File: src/rtl/irq_ctr_pkg.sv
package irq_ctr_pkg;

    // What the counter register does in the current cycle
    typedef enum logic [1:0] {
        ACT_HOLD   = 2'd0,
        ACT_LOAD   = 2'd1,
        ACT_DEC    = 2'd2,
        ACT_EXPIRE = 2'd3
    } ctr_act_e;

endpackage

File: src/rtl/irq_ctr_ctl.sv
module irq_ctr_ctl
    import irq_ctr_pkg::*;
#(
    parameter int NLANES = 2
) (
    input  logic [NLANES-1:0] lane_wr,
    input  logic              run_q,
    input  logic              cnt_is_one,
    output ctr_act_e          act
);

    always_comb begin
        if (|lane_wr) begin
            act = ACT_LOAD;            // writes win over counting
        end else if (run_q) begin
            act = cnt_is_one ? ACT_EXPIRE : ACT_DEC;
        end else begin
            act = ACT_HOLD;
        end
    end

endmodule

File: src/rtl/irq_ctr_datapath.sv
module irq_ctr_datapath
    import irq_ctr_pkg::*;
#(
    parameter int DATA_W = 8,
    parameter int NLANES = 2,
    localparam int CNT_W = DATA_W * NLANES
) (
    input  ctr_act_e          act,
    input  logic [NLANES-1:0] lane_wr,
    input  logic [DATA_W-1:0] wr_data,
    input  logic [CNT_W-1:0]  cnt_q,
    output logic [CNT_W-1:0]  cnt_d,
    output logic              cnt_is_one
);

    logic [CNT_W-1:0] loaded;

    // One byte lane per strobe; unwritten lanes keep their value
    for (genvar g = 0; g < NLANES; g++) begin : g_lane
        assign loaded[g*DATA_W +: DATA_W] =
            lane_wr[g] ? wr_data : cnt_q[g*DATA_W +: DATA_W];
    end

    assign cnt_is_one = (cnt_q == CNT_W'(1));

    always_comb begin
        case (act)
            ACT_LOAD:   cnt_d = loaded;
            ACT_DEC:    cnt_d = cnt_q - CNT_W'(1);
            ACT_EXPIRE: cnt_d = '1;
            default:    cnt_d = cnt_q;
        endcase
    end

endmodule

File: src/rtl/cycle_irq_timer.sv
module cycle_irq_timer
    import irq_ctr_pkg::*;
#(
    parameter int DATA_W = 8,
    localparam int NLANES = 2,
    localparam int CNT_W = DATA_W * NLANES
) (
    input  logic              clk,
    input  logic              rst_n,
    input  logic              wr_lo,
    input  logic              wr_hi,
    input  logic [DATA_W-1:0] wr_data,
    input  logic              arm_permit,
    output logic              irq
);

    typedef struct packed {
        logic [CNT_W-1:0] cnt;
        logic             run;
        logic             irq;
    } state_t;

    state_t            state_d, state_q;
    ctr_act_e          act;
    logic [NLANES-1:0] lane_wr;
    logic [CNT_W-1:0]  cnt_nx;
    logic              cnt_is_one;
    logic [CNT_W-1:0]  cnt_q;
    logic              run_q;

    assign lane_wr = {wr_hi, wr_lo};
    assign cnt_q   = state_q.cnt;
    assign run_q   = state_q.run;

    irq_ctr_ctl #(.NLANES(NLANES)) u_ctl (
        .lane_wr    (lane_wr),
        .run_q      (run_q),
        .cnt_is_one (cnt_is_one),
        .act        (act)
    );

    irq_ctr_datapath #(.DATA_W(DATA_W), .NLANES(NLANES)) u_dp (
        .act        (act),
        .lane_wr    (lane_wr),
        .wr_data    (wr_data),
        .cnt_q      (cnt_q),
        .cnt_d      (cnt_nx),
        .cnt_is_one (cnt_is_one)
    );

    always_comb begin
        state_d     = state_q;
        state_d.cnt = cnt_nx;
        case (act)
            ACT_LOAD: begin
                if (wr_hi) state_d.run = arm_permit;
                if (wr_lo) state_d.irq = 1'b0;
            end
            ACT_EXPIRE: begin
                state_d.run = 1'b0;
                state_d.irq = 1'b1;
            end
            default: ;
        endcase
    end

    always_ff @(posedge clk) begin
        if (!rst_n) state_q <= '0;
        else        state_q <= state_d;
    end

    assign irq = state_q.irq;

endmodule

File: config.mk
export PLATFORM = sky130hd
export DESIGN_NAME = cycle_irq_timer
export DESIGN_NICKNAME = d
export VERILOG_FILES = /design/src/rtl/irq_ctr_pkg.sv /design/src/rtl/irq_ctr_ctl.sv /design/src/rtl/irq_ctr_datapath.sv /design/src/rtl/cycle_irq_timer.sv
export SDC_FILE = /design/constraint.sdc
export NUM_CORES = 1
export LEC_CHECK = 0
export ABC_AREA = 1
export BUFFER_PORTS_ARGS = -buffer_cell sky130_fd_sc_hd__buf_2
export CAP_MARGIN = 20
export CORE_ASPECT_RATIO = 1.1
export CORE_MARGIN = 2
export CORE_UTILIZATION = 58
export DETAILED_ROUTE_END_ITERATION = 6
export HOLD_SLACK_MARGIN = 0.12
export PLACE_DENSITY_LB_ADDON = 0.08
export SLEW_MARGIN = 0
export SYNTH_ARGS = -nofsm -noshare
export SYNTH_HDL_FRONTEND = slang
export SYNTH_SLANG_ARGS = --single-unit
File: constraint.sdc
create_clock -name clk -period 1.4 [get_ports clk]
set_input_delay 0.21 -clock clk [delete_from_list [all_inputs] [get_ports clk]]
set_output_delay 0.21 -clock clk [all_outputs]
set_load 0.01 [all_outputs]
==> summary.md <==
| Metric | Value |
|---|---|
| FP Rows | 18 |
| Overall power after layout | about 0.0013 W |
| Library cell occupying the most area in the post-synthesis netlist | sky130_fd_sc_hd__dfxtp_1 |
| Final worst-path setup slack | -0.0537 ns |
| Crit Path Class | flip-flop to flip-flop |
| Xor-xnor portion of the synthesized cell area | 1.33% |
| TritonCTS sink count | 18 |
| Maximum vdd ir drop | roughly 0.66 mV |
| Detailed-route DRC error count | 0 |
| Avg Cell Area, Syn | roughly 6.5 um2 |
| Peak fanout along the critical path | 4 |
| Max cap viols | 0 |
| Via Count | approximately 1400 |
| Effective utilization at floorplan | roughly 60% |
| Most frequent cells in the layout | 61 x sky130_fd_sc_hd__nand2_1, 20 x sky130_fd_sc_hd__nor2_1, 17 x sky130_fd_sc_hd__inv_1 |
| Arithmetic-cell share of the synthesized area counting full adders, half adders and majority gates | 1.90% |
| Leakage power total | around 0.7 nW |
| Count of distinct cell types in the synthesized netlist | 25 |
| Post-DRT Antenna Nets | 0 |
| Required time at the worst-slack endpoint | between 1.5 and 2 ns |
| Total clock buffers created by CTS | 3 |
| Setup repair after global routing missed its margin | yes |
| Buf/Inv on CP | 2 |
| Number of antenna violations at the first check in global routing | 0 |
| Peak clock frequency supported by timing | 688 MHz |
| Final net count | ~240 |
| Die W | a little under 50 um |
| Crit path time final | 1.45 ns |
| Die Area | between 2000 and 3000 um2 |
| CTS tree | yes |
| I/O Buffers | 13 |
| Post-Synthesis Net Count | 219 |
| Worst skew pair latency | approximately 0.30 ns |
| Hold violation total from the final report | 0 |
| Clock input transition at the sequential cells of the worst setup and hold paths | roughly 0.11 ns |
| Cell Chain, Critical Path | inv_2 > ha_4 > inv_2 > nor2_1 > nand2_1 > nor2_4 > nand3_4 > nand2_4 > nor2_1 > a21oi_1 |
| Leading cell type in the layout, fill and taps excluded | sky130_fd_sc_hd__nand2_1 |
| Number of standard cells after synthesis | slightly above 200 |
| Register-to-register setup slack | -0.05 ns |
| Area share of the largest cell type after synthesis | 27.3% |
| Cell area after synthesis | between 1000 and 1500 um2 |
| Post-route clock skew | between 0.001 and 0.0015 ns |
| H-Tree Depth | 1 |
| Crit. End Element | flip-flop |
| Smallest hold slack | between 0.2 and 0.25 ns |
| Layout filler cell count | around 200 |
| Total setup violations reported at the end of the flow | 2 |
| Period utilization | 104% |
| Wire length of the first global-routing pass | 5540 um |
| Multiplexer fraction of the synthesized cell area | 0% |
| RD Place Congestion | 0.903 |
| Delay of the slowest critical-path stage | 0.35 ns |
| Dominant combinational cell family by area after synthesis | simple AND/OR/NAND/NOR gates |
| Global Route Usage Sum | between 20% and 30% |
| YS warnings | 0 |
| Floorplan die height | around 54 um |
| Type of origin of the critical path | flip-flop |
| Violated checks | negative setup slack |
| Family with the most delay on the worst path | simple AND/OR/NAND/NOR gates |
| Num ports | 14 |
| Worst Tran Pin Value | around 0.35 ns |
| Sum of routed wire length over all layers | 3480 um |
| Number of hold buffers added after CTS | 0 |
| Number of global-route vias before repair | about 1200 |
| Compound-cell area share of the yosys netlist | approximately a fifth |
| Largest net degree at the start of global routing | 11 |
| Max-slew headroom at the worst pin | between 70% and 80% |
| DR iter-0 viols | 64 |
| Master cell of the clock root buffer | sky130_fd_sc_hd__clkbuf_4 |
| Register bit count reported by yosys | 18 |
| Drt first pass iters | 4 |
| Area growth, synth to finish | 18.9% |
| Fraction of final layout cells sized beyond drive strength 1 | between 20% and 30% |
| WL/cell | approximately 13 um |
| Final antenna diode count | 0 |
| Max Transition Viols Final | 0 |
| HPWL reported at the end of detailed placement | approximately 2600 um |
| Top post-synthesis cells by area | sky130_fd_sc_hd__dfxtp_1 27%, sky130_fd_sc_hd__nand2_1 18%, sky130_fd_sc_hd__nor2_1 6.5%, sky130_fd_sc_hd__inv_1 5.7%, sky130_fd_sc_hd__a21oi_1 5.3% |
| Hold/Removal Path Class | input port to flip-flop |
| End-of-flow core utilization | a little under three quarters |
| Vias per cell | between 5 and 6 |
| Arrival time reported for the critical path endpoint | 1.68 ns |
| Grt ovf | 0 |
| Largest buffer count on any clock path | 2 |
| Total core area | between 2000 and 2500 um2 |
| Register area share after synthesis | a little over a quarter |
| Power per unit of standard cell area | 858 nW/um2 |
| Worst path slowest cell | sky130_fd_sc_hd__dfxtp_2 |
| Outcome | complete, but fails checks |
| Fin Setup TNS | -0.0596 ns |
| Share of synthesized cell area in and, or, nand and nor gates | 38.2% |
==> synthesized netlist by cell type <==
| cell type | n |
|---|---|
| sky130_fd_sc_hd__ha_1 | 2 |
| sky130_fd_sc_hd__o21ai_1 | 1 |
| sky130_fd_sc_hd__dfxtp_1 | 18 |
| sky130_fd_sc_hd__nand2_4 | 2 |
| sky130_fd_sc_hd__nand3_1 | 13 |
| sky130_fd_sc_hd__nand3b_1 | 1 |
| sky130_fd_sc_hd__nor2_4 | 3 |
| sky130_fd_sc_hd__o211ai_1 | 1 |
| sky130_fd_sc_hd__a21o_1 | 1 |
| sky130_fd_sc_hd__a21oi_1 | 14 |
| sky130_fd_sc_hd__buf_6 | 3 |
| sky130_fd_sc_hd__a21boi_2 | 1 |
| sky130_fd_sc_hd__a31oi_2 | 3 |
| sky130_fd_sc_hd__nor2_1 | 23 |
| sky130_fd_sc_hd__a21oi_2 | 3 |
| sky130_fd_sc_hd__inv_4 | 3 |
| sky130_fd_sc_hd__nand2_1 | 64 |
| sky130_fd_sc_hd__nor2_2 | 5 |
| sky130_fd_sc_hd__o21ai_0 | 11 |
| sky130_fd_sc_hd__nand3_4 | 1 |
| sky130_fd_sc_hd__a22oi_1 | 5 |
| sky130_fd_sc_hd__clkinv_1 | 1 |
| sky130_fd_sc_hd__xor2_1 | 2 |
| sky130_fd_sc_hd__o21bai_1 | 3 |
| sky130_fd_sc_hd__inv_1 | 20 |
==> per-stage QoR <==
stage / std cells / instance area (um2) / setup slack (ns)
2_1_floorplan: 204 / 1320 / 0.152
3_3_place_gp: 249 / 1430 / 0.0255
3_5_place_dp: 249 / 1430 / -0.0350
4_1_cts: 253 / 1480 / 0.0103
5_1_grt: 258 / 1570 / -0.147
6_report: 258 / 1570 / -0.0537
==> registers in the layout, summed over array words and instances (netlist names) <==
name	flops
cnt_q	16
irq	1
run_q	1
==> kinds of logic (layout without fill, tap and decap cells) <==
group           count (synthesis)  after routing
simple gates                  112            112
compound gates                 43             43
fa+ha+maj                       2              2
xor+xnor                        2              2
buf+inv                        27             51
flops                          18             18
==> routing by layer <==
layer	up-vias	track usage (%)	part of all wire, %
li1	710	-	-
met4	0	11.6	2.6
met1	648	33.3	41
met5	-	0	0
met3	10	3.61	7.4
met2	63	51.1	49
==> power breakdown <==
part           switching (W)  internal (W)  total [W]
registers          0.0000477      0.000548   0.000596
logic               0.000253      0.000160   0.000413
clock network       0.000178      0.000159   0.000337
==> worst paths after layout <==
path / from / end / cells after the start
min: wr_data[4] / cnt_q[4]$_SDFFE_PN0P_ / 3
min reg2reg: irq$_SDFFE_PN0P_ / irq$_SDFFE_PN0P_ / 2
max: cnt_q[1]$_SDFFE_PN0P_ / cnt_q[6]$_SDFFE_PN0P_ / 10
max reg2reg: cnt_q[1]$_SDFFE_PN0P_ / cnt_q[6]$_SDFFE_PN0P_ / 10
==> tightest hold or removal path, cell delays in order <==
cell                      delay (ns)
sky130_fd_sc_hd__buf_2          0.11
sky130_fd_sc_hd__nand2_1        0.07
sky130_fd_sc_hd__a31oi_2        0.08
==> what timing repair did <==
| item | 4_1_cts | 5_1_grt |
|---|---|---|
| pin swaps | 0 | 14 |
| buffers inserted | 0 | 5 |
| endpoints found under the setup margin | 7 | 16 |
| resized for setup | 4 | 18 |
==> area by class of cell <==
cell class                      instances  area, um2  area share, %
Clock buffer                            4       36.3           2.31
Multi-Input combinational cell        159        888           56.7
Tap cell                               30       37.5           2.39
Sequential cell                        18        365           23.3
Inverter                               24        100           6.38
Timing Repair Buffer                   23        140           8.94
(Power assumes the default switching activity.)
